--- src/rtl/ga_seq_ctrl.sv ---
module ga_seq_ctrl #(
  parameter int CW = 16,
  parameter int PW = 8,
  parameter int WW = 4,
  parameter int DW = 4
) (
  input  logic          clk,
  input  logic          rst,
  input  logic          start,
  input  logic [CW-1:0] ctrl_word,
  output logic          clr_o,
  output logic          load_o,
  output logic          proc_o,
  output logic          wr_o,
  output logic          dump_o,
  output logic          busy_o,
  output logic          done_o,
  output logic [CW-1:0] cfg_o
);
  localparam int W_LO  = PW;
  localparam int D_LO  = PW + WW;
  localparam int CNT_W = (PW > WW) ? ((PW > DW) ? PW : DW) : ((WW > DW) ? WW : DW);

  typedef enum logic [2:0] {S_IDLE, S_CLR, S_LOAD, S_PROC, S_WR, S_DUMP} st_t;

  st_t              st;
  logic [CNT_W-1:0] cnt;
  logic [CW-1:0]    cfg_q;
  logic [CNT_W-1:0] p_len, w_len, d_len;
  logic             last;

  assign p_len = (cfg_q[PW-1:0] == '0) ? CNT_W'(1) : CNT_W'(cfg_q[PW-1:0]);
  assign w_len = (cfg_q[W_LO+:WW] == '0) ? CNT_W'(1) : CNT_W'(cfg_q[W_LO+:WW]);
  assign d_len = (cfg_q[D_LO+:DW] == '0) ? CNT_W'(1) : CNT_W'(cfg_q[D_LO+:DW]);
  assign last  = (cnt == '0);

  always_ff @(posedge clk) begin
    if (rst) begin
      st    <= S_IDLE;
      cnt   <= '0;
      cfg_q <= '0;
    end else begin
      case (st)
        S_IDLE: if (start) begin
          st    <= S_CLR;
          cfg_q <= ctrl_word;
        end
        S_CLR:  st <= S_LOAD;
        S_LOAD: begin
          st  <= S_PROC;
          cnt <= p_len - CNT_W'(1);
        end
        S_PROC: if (last) begin
          st  <= S_WR;
          cnt <= w_len - CNT_W'(1);
        end else cnt <= cnt - CNT_W'(1);
        S_WR: if (last) begin
          st  <= S_DUMP;
          cnt <= d_len - CNT_W'(1);
        end else cnt <= cnt - CNT_W'(1);
        S_DUMP: if (last) st <= S_IDLE;
                else cnt <= cnt - CNT_W'(1);
        default: st <= S_IDLE;
      endcase
    end
  end

  assign clr_o  = (st == S_CLR);
  assign load_o = (st == S_LOAD);
  assign proc_o = (st == S_PROC);
  assign wr_o   = (st == S_WR);
  assign dump_o = (st == S_DUMP);
  assign busy_o = (st != S_IDLE);
  assign done_o = (st == S_DUMP) && last;
  assign cfg_o  = cfg_q;
endmodule

--- config.mk ---
export PLATFORM = sky130hd
export DESIGN_NAME = ga_seq_ctrl
export DESIGN_NICKNAME = d
export VERILOG_FILES = /design/src/rtl/ga_seq_ctrl.sv
export SDC_FILE = /design/constraint.sdc
export NUM_CORES = 1
export LEC_CHECK = 0
export CORE_UTILIZATION = 25
export DETAILED_ROUTE_END_ITERATION = 6
export PLACE_DENSITY_LB_ADDON = 0.2
export SYNTH_ARGS = -nofsm -noshare
export SYNTH_HDL_FRONTEND = slang
export SYNTH_SLANG_ARGS = --single-unit
--- constraint.sdc ---
create_clock -name clk -period 5.58 [get_ports clk]
set_input_delay 1.116 -clock clk [delete_from_list [all_inputs] [get_ports clk]]
set_output_delay 1.116 -clock clk [all_outputs]
set_load 0.005 [all_outputs]
* After elaboration in Yosys (flattened, before gate mapping)
Index checks and enable logic that the tools add are counted.
** Storage, ports and cells
- Register bits :: 27
- Word-level logic and storage cells :: 40
- Bits of input ports :: 19
- Output and inout port bits :: 23
** Cells by class
- Reduce and logical (&&, ||, !) cells :: 11
- Eq/ne operators :: 10
- Mux-type cells :: 12
- Add/sub/neg operators :: 4
** Operators by type and width (number)
- 2-to-1 mux 8 bit :: 4
- case mux 8 bit (4 select lines) :: 1
- case mux 3 bit (6 select lines) :: 1
- logical NOT 8 bit :: 2
- subtractor 8 x 1 -> 8 bit, second input constant :: 2
- 2-to-1 mux 3 bit :: 4
- subtractor 4 x 1 -> 5 bit, second input constant :: 2
- logical NOT 4 bit :: 2
- 2-to-1 mux 4 bit :: 2
- equality test 3 x 2 -> 1 bit, second input constant :: 2
- equality test 3 bit, second input constant :: 2
- inequality test 2 x 1 -> 1 bit, second input constant :: 3
- inequality test 2 bit, second input constant :: 2
- AND reduction 2 bit :: 2
- AND reduction 4 bit :: 1
- nonzero test 4 bit :: 1
- equality test 3 x 1 -> 1 bit, second input constant :: 1
- logical NOT 3 bit :: 1
- nonzero test 3 bit :: 1
- logical AND 1 bit :: 1

* Depth between registers and ports, before layout
- Depth after elaboration :: 5
- Mapped depth :: 8
- Mapped depth without buffers :: 8

* Worst setup path after synthesis
No wires, ideal clock.
- Path type :: reg2out
- Start :: reg cnt[0]
- End :: out done_o
- Slack :: 3.230 ns
- Arrival time :: 1.234 ns
- Stages on the path, launching flop included :: 6
- Path buffers :: 0
- Data required time :: 4.464 ns
- Cells stage by stage :: dfxtp_1 inv_1 ha_1 nor3b_1 nand2_1 nor2_1
** On the way
- Longest elaborated chain between the ends :: 2
** RTL lines
- start, declared :: RTL line 27 : logic [CNT_W-1:0] cnt;
- start signal, assigned :: RTL line 51 : cnt <= p_len - CNT_W'(1);
- start signal, assigned :: RTL line 55 : cnt <= w_len - CNT_W'(1);
- start signal, assigned :: RTL line 56 : end else cnt <= cnt - CNT_W'(1);
- logical NOT 8 bit :: RTL line 35 : assign last = (cnt == '0);
- logical AND 1 bit :: RTL line 74 : assign done_o = (st == S_DUMP) && last;
- end, declared :: RTL line 17 : output logic done_o,
No other way between the ends.

* Final worst setup path
Ends and elaborated chain as after synthesis.

==> results.md <==
- DRC: 0
- CTS root buf: clkbuf_8
- Global Route Usage Sum: a little over an eighth
- Antenna violations before repair: 0
- Critical path type: reg2out
- Adder-cell share of the synthesized area: under 10%
- Fin crit period: approximately 3.4 ns
- Net Sw Frac: roughly two fifths
- Fin Setup TNS: 0 ns
- #FFs+latches synth: 27
- Main combinational cell family by area after synthesis: simple AND/OR/NAND/NOR gates
- PortBufs: 41
- Max-slew headroom: between 60% and 70%
- Post-synthesis cell count: ~220
- CTS Buf Count: 3
- Syn avg cell area: 7.56 sq um
- Clock buffer depth: 2
- P&R area growth vs syn: 31.4%
- Clk slew on worst S/H paths: approximately 0.10 ns
- Clock latency on the worst-skew pair: ~0.28 ns
- Lkg Pwr: ~0.78 nW
- First-pass GRT wire length: about 7700 microns
- Num Clock Sinks: 27
- Reg-to-Reg Start: cfg_o[14]
- CTS tree: done
- Slowest-stage cell, CP: clkdlybuf4s50_1
- Main synth FF type: dfxtp_1
- Yosys top cell area share: 32.8%
- PwrDens: ~290 nW/um^2
- Reg2reg end: cnt[5]
- Ys async rst share: 0%
- Critical Path AT: ~2.3 ns
- Peak supply drop: between 0.0001 and 0.00015 V
- Crit-path max FO: 7
- Die Footprint: 6920 sq um
- Sequential fraction of the synthesis area: roughly 33%
- Final Hold Fails: 0
- Worst hold stages: 2
- Period Utilization, post-route: between 60 and 70%
- Largest net degree at the start of global routing: 30
- Via count: between 1,500 and 2,000
- Fmax: 292 MHz
- Synthesized area: ~1600 sq um
- HPWL after DPL: between 3000 and 4000 microns
- Core area: 6350 sq um
- I/O pin count: 42
- Routed WL: roughly 4600 microns
- Xor/xnor share of the synthesized area: between 4 and 5%
- Detailed Routing Iterations Pass 1: 4
- Worst hold endpoint: cfg_o[8]
- Critical path buffer and inverter count: 2
- Gr ovfl total: 0
- Die X: ~83 microns
- CP max stage delay: 0.52 ns
- Final nets: 277
- Die Y: a little over 80 microns
- Mux cell area share after synthesis: less than 1%
- Reg2reg path depth: 8
- Yosys top cell by area: dfxtp_1
- Clk network pwr share: a little under a fifth
- Initial cell density of the core: between 20% and 30%
- Min-delay src: cfg_o[8]
- CTS Hold Bufs: 0
- Reg-to-reg setup timing slack: about 3.3 ns
- Tightest Pin Transition: between 0.5 and 0.6 ns
- Yosys warning count: 0
- Post-synth cell types: about 50
- CTS resizes: 0
- Final setup vio count: 0
- Max-slew violations: 0
- Clk_skew: roughly 0.0035 ns
- Fin util: between 30% and 40%
- DR iter-0 viols: 97
- Hold WC Path Type: reg2reg
- WL/cell: between 10 and 15 microns
- Logic pwr share: 42.5%
- Post-Synth Simple-Gate Area: between 20% and 30%
- Internal power: slightly below 0.4 mW
- Post-CTS Setup Bufs: 0
- Area contributors post-synth: dfxtp_1 33%, nand2_1 9.3%, a21oi_1 7.9%
- Max-cap viol count: 0
- Post-synth EDFFs: 0
- H-tree depth: 1
- RSZ-0062 raised after global routing: no
- CP endpoint kind: primary output
- Final ANT Viol Nets: 0
- Vias in the first global route: 1,586
- Proportion of layout cells with a drive suffix above 1: under 10%
- Worst-path cell chain: inv_1, ha_1, nor3b_1, nand2_1, nor2_1, clkdlybuf4s50_1
- Worst endpoint required time: roughly 4.5 ns
- Status: complete, no violations
- Seq pwr share: roughly two fifths
- ANT cells: 0
- Syn nets: between 200 and 250
- Vias per cell: 4.95
- GP Congestion: a little over 0.8
- Critical path startpoint category: register
- NetSw: roughly 0.25 mW
- Largest delay share family, worst path: simple AND/OR/NAND/NOR gates
- Compound-gate portion of the synthesized area: 25.7%
- Cell Rows: 29
tightest hold or removal path, cell delays in order, from the launching register on:
cell and delay, ns:
dfxtp_1 0.35, nand2_1 0.06, a21oi_1 0.05
per-layer routing:
| metal | GRT usage [%] | vias to the layer above | wire length [microns] |
|---|---|---|---|
| met3 | 1.59 | 4 | 99 |
| met5 | 0 | - | 0 |
| met1 | 19.0 | 758 | 2350 |
| li1 | - | 844 | - |
| met4 | 4.39 | 0 | 43 |
| met2 | 21.3 | 26 | 2090 |
sequential cells by signal, summed over array words and instances, names as in the netlist:
signal / cells
st: 3
cfg_o: 16
cnt: 8
synthesized netlist by cell type, types with 3 or more instances:
| library cell | count |
|---|---|
| or3_1 | 3 |
| xor2_1 | 3 |
| nand3b_1 | 3 |
| dfxtp_1 | 27 |
| a21oi_1 | 26 |
| and2_1 | 3 |
| nor2_1 | 18 |
| clkbuf_1 | 7 |
| o21ai_1 | 3 |
| buf_2 | 4 |
| ha_1 | 4 |
| nor3b_1 | 3 |
| xnor2_1 | 6 |
| inv_1 | 13 |
| nand2b_1 | 4 |
| o22ai_1 | 4 |
| nor3_1 | 6 |
| nand2_1 | 41 |
| o31ai_1 | 4 |
cell type report:
cell class	instances	area (sq um)
Clock buffer	3	41.3
Clock inverter	1	7.51
Fill cell	685	4190
Inverter	14	52.6
Multi-Input combinational cell	166	1010
Sequential cell	27	541
Tap cell	77	96.3
Timing Repair Buffer	42	418
cells by family after synthesis:
| group | count (synthesis) |
|---|---|
| AO/OA/AOI/OAI | 61 |
| XOR/XNOR | 9 |
| adder cells (fa/ha/maj) | 4 |
| buffers and inverters | 25 |
| flip-flops | 27 |
| multiplexers | 1 |
| AND/OR/NAND/NOR | 91 |
worst max-delay path by stage:
stage | endpoint | from | slack (ns) | cells past startpoint
floorplan | done_o | cnt[0] | 3.23 | 5
global placement | done_o | cnt[0] | 2.56 | 6
detailed placement | done_o | cnt[0] | 2.50 | 6
CTS | done_o | cnt[0] | 2.17 | 6
global route | done_o | cnt[0] | 1.89 | 6
finish | done_o | cnt[0] | 2.15 | 6
power by group through the flow:
stage	registers [mW]	clock network, mW	logic [mW]
after detailed placement	0.250	0	0.270
after CTS	0.245	0.126	0.272
after global routing	0.250	0.135	0.305
final	0.245	0.121	0.270
after floorplan	0.240	0	0.194
after global placement	0.249	0	0.272
per-stage QoR:
stage	hold WS (ns)	area (sq um)	setup slack [ns]	cells	power, mW
after floorplan	0.473	1650	3.23	218	0.435
after CTS	0.511	2160	2.17	330	0.643
after global routing	0.536	2160	1.89	330	0.690
after detailed placement	0.495	2120	2.50	326	0.520
final	0.506	2160	2.15	330	0.636
after global placement	0.493	2120	2.56	326	0.521
cells in the final DEF (no fill, tap or decap), types with 3 or more instances in the layout:
cell type / count
xnor2_1: 6
o22ai_1: 4
or3_1: 3
xor2_1: 3
ha_1: 4
inv_1: 13
dfxtp_1: 27
nor3b_1: 3
nand3b_1: 3
clkdlybuf4s50_1: 41
a21oi_1: 26
nand2_1: 41
o31ai_1: 4
nor2_1: 18
clkbuf_8: 3
o21ai_1: 3
and2_1: 3
nor3_1: 6
nand2b_1: 4
Power figures use the tool's default switching activity.
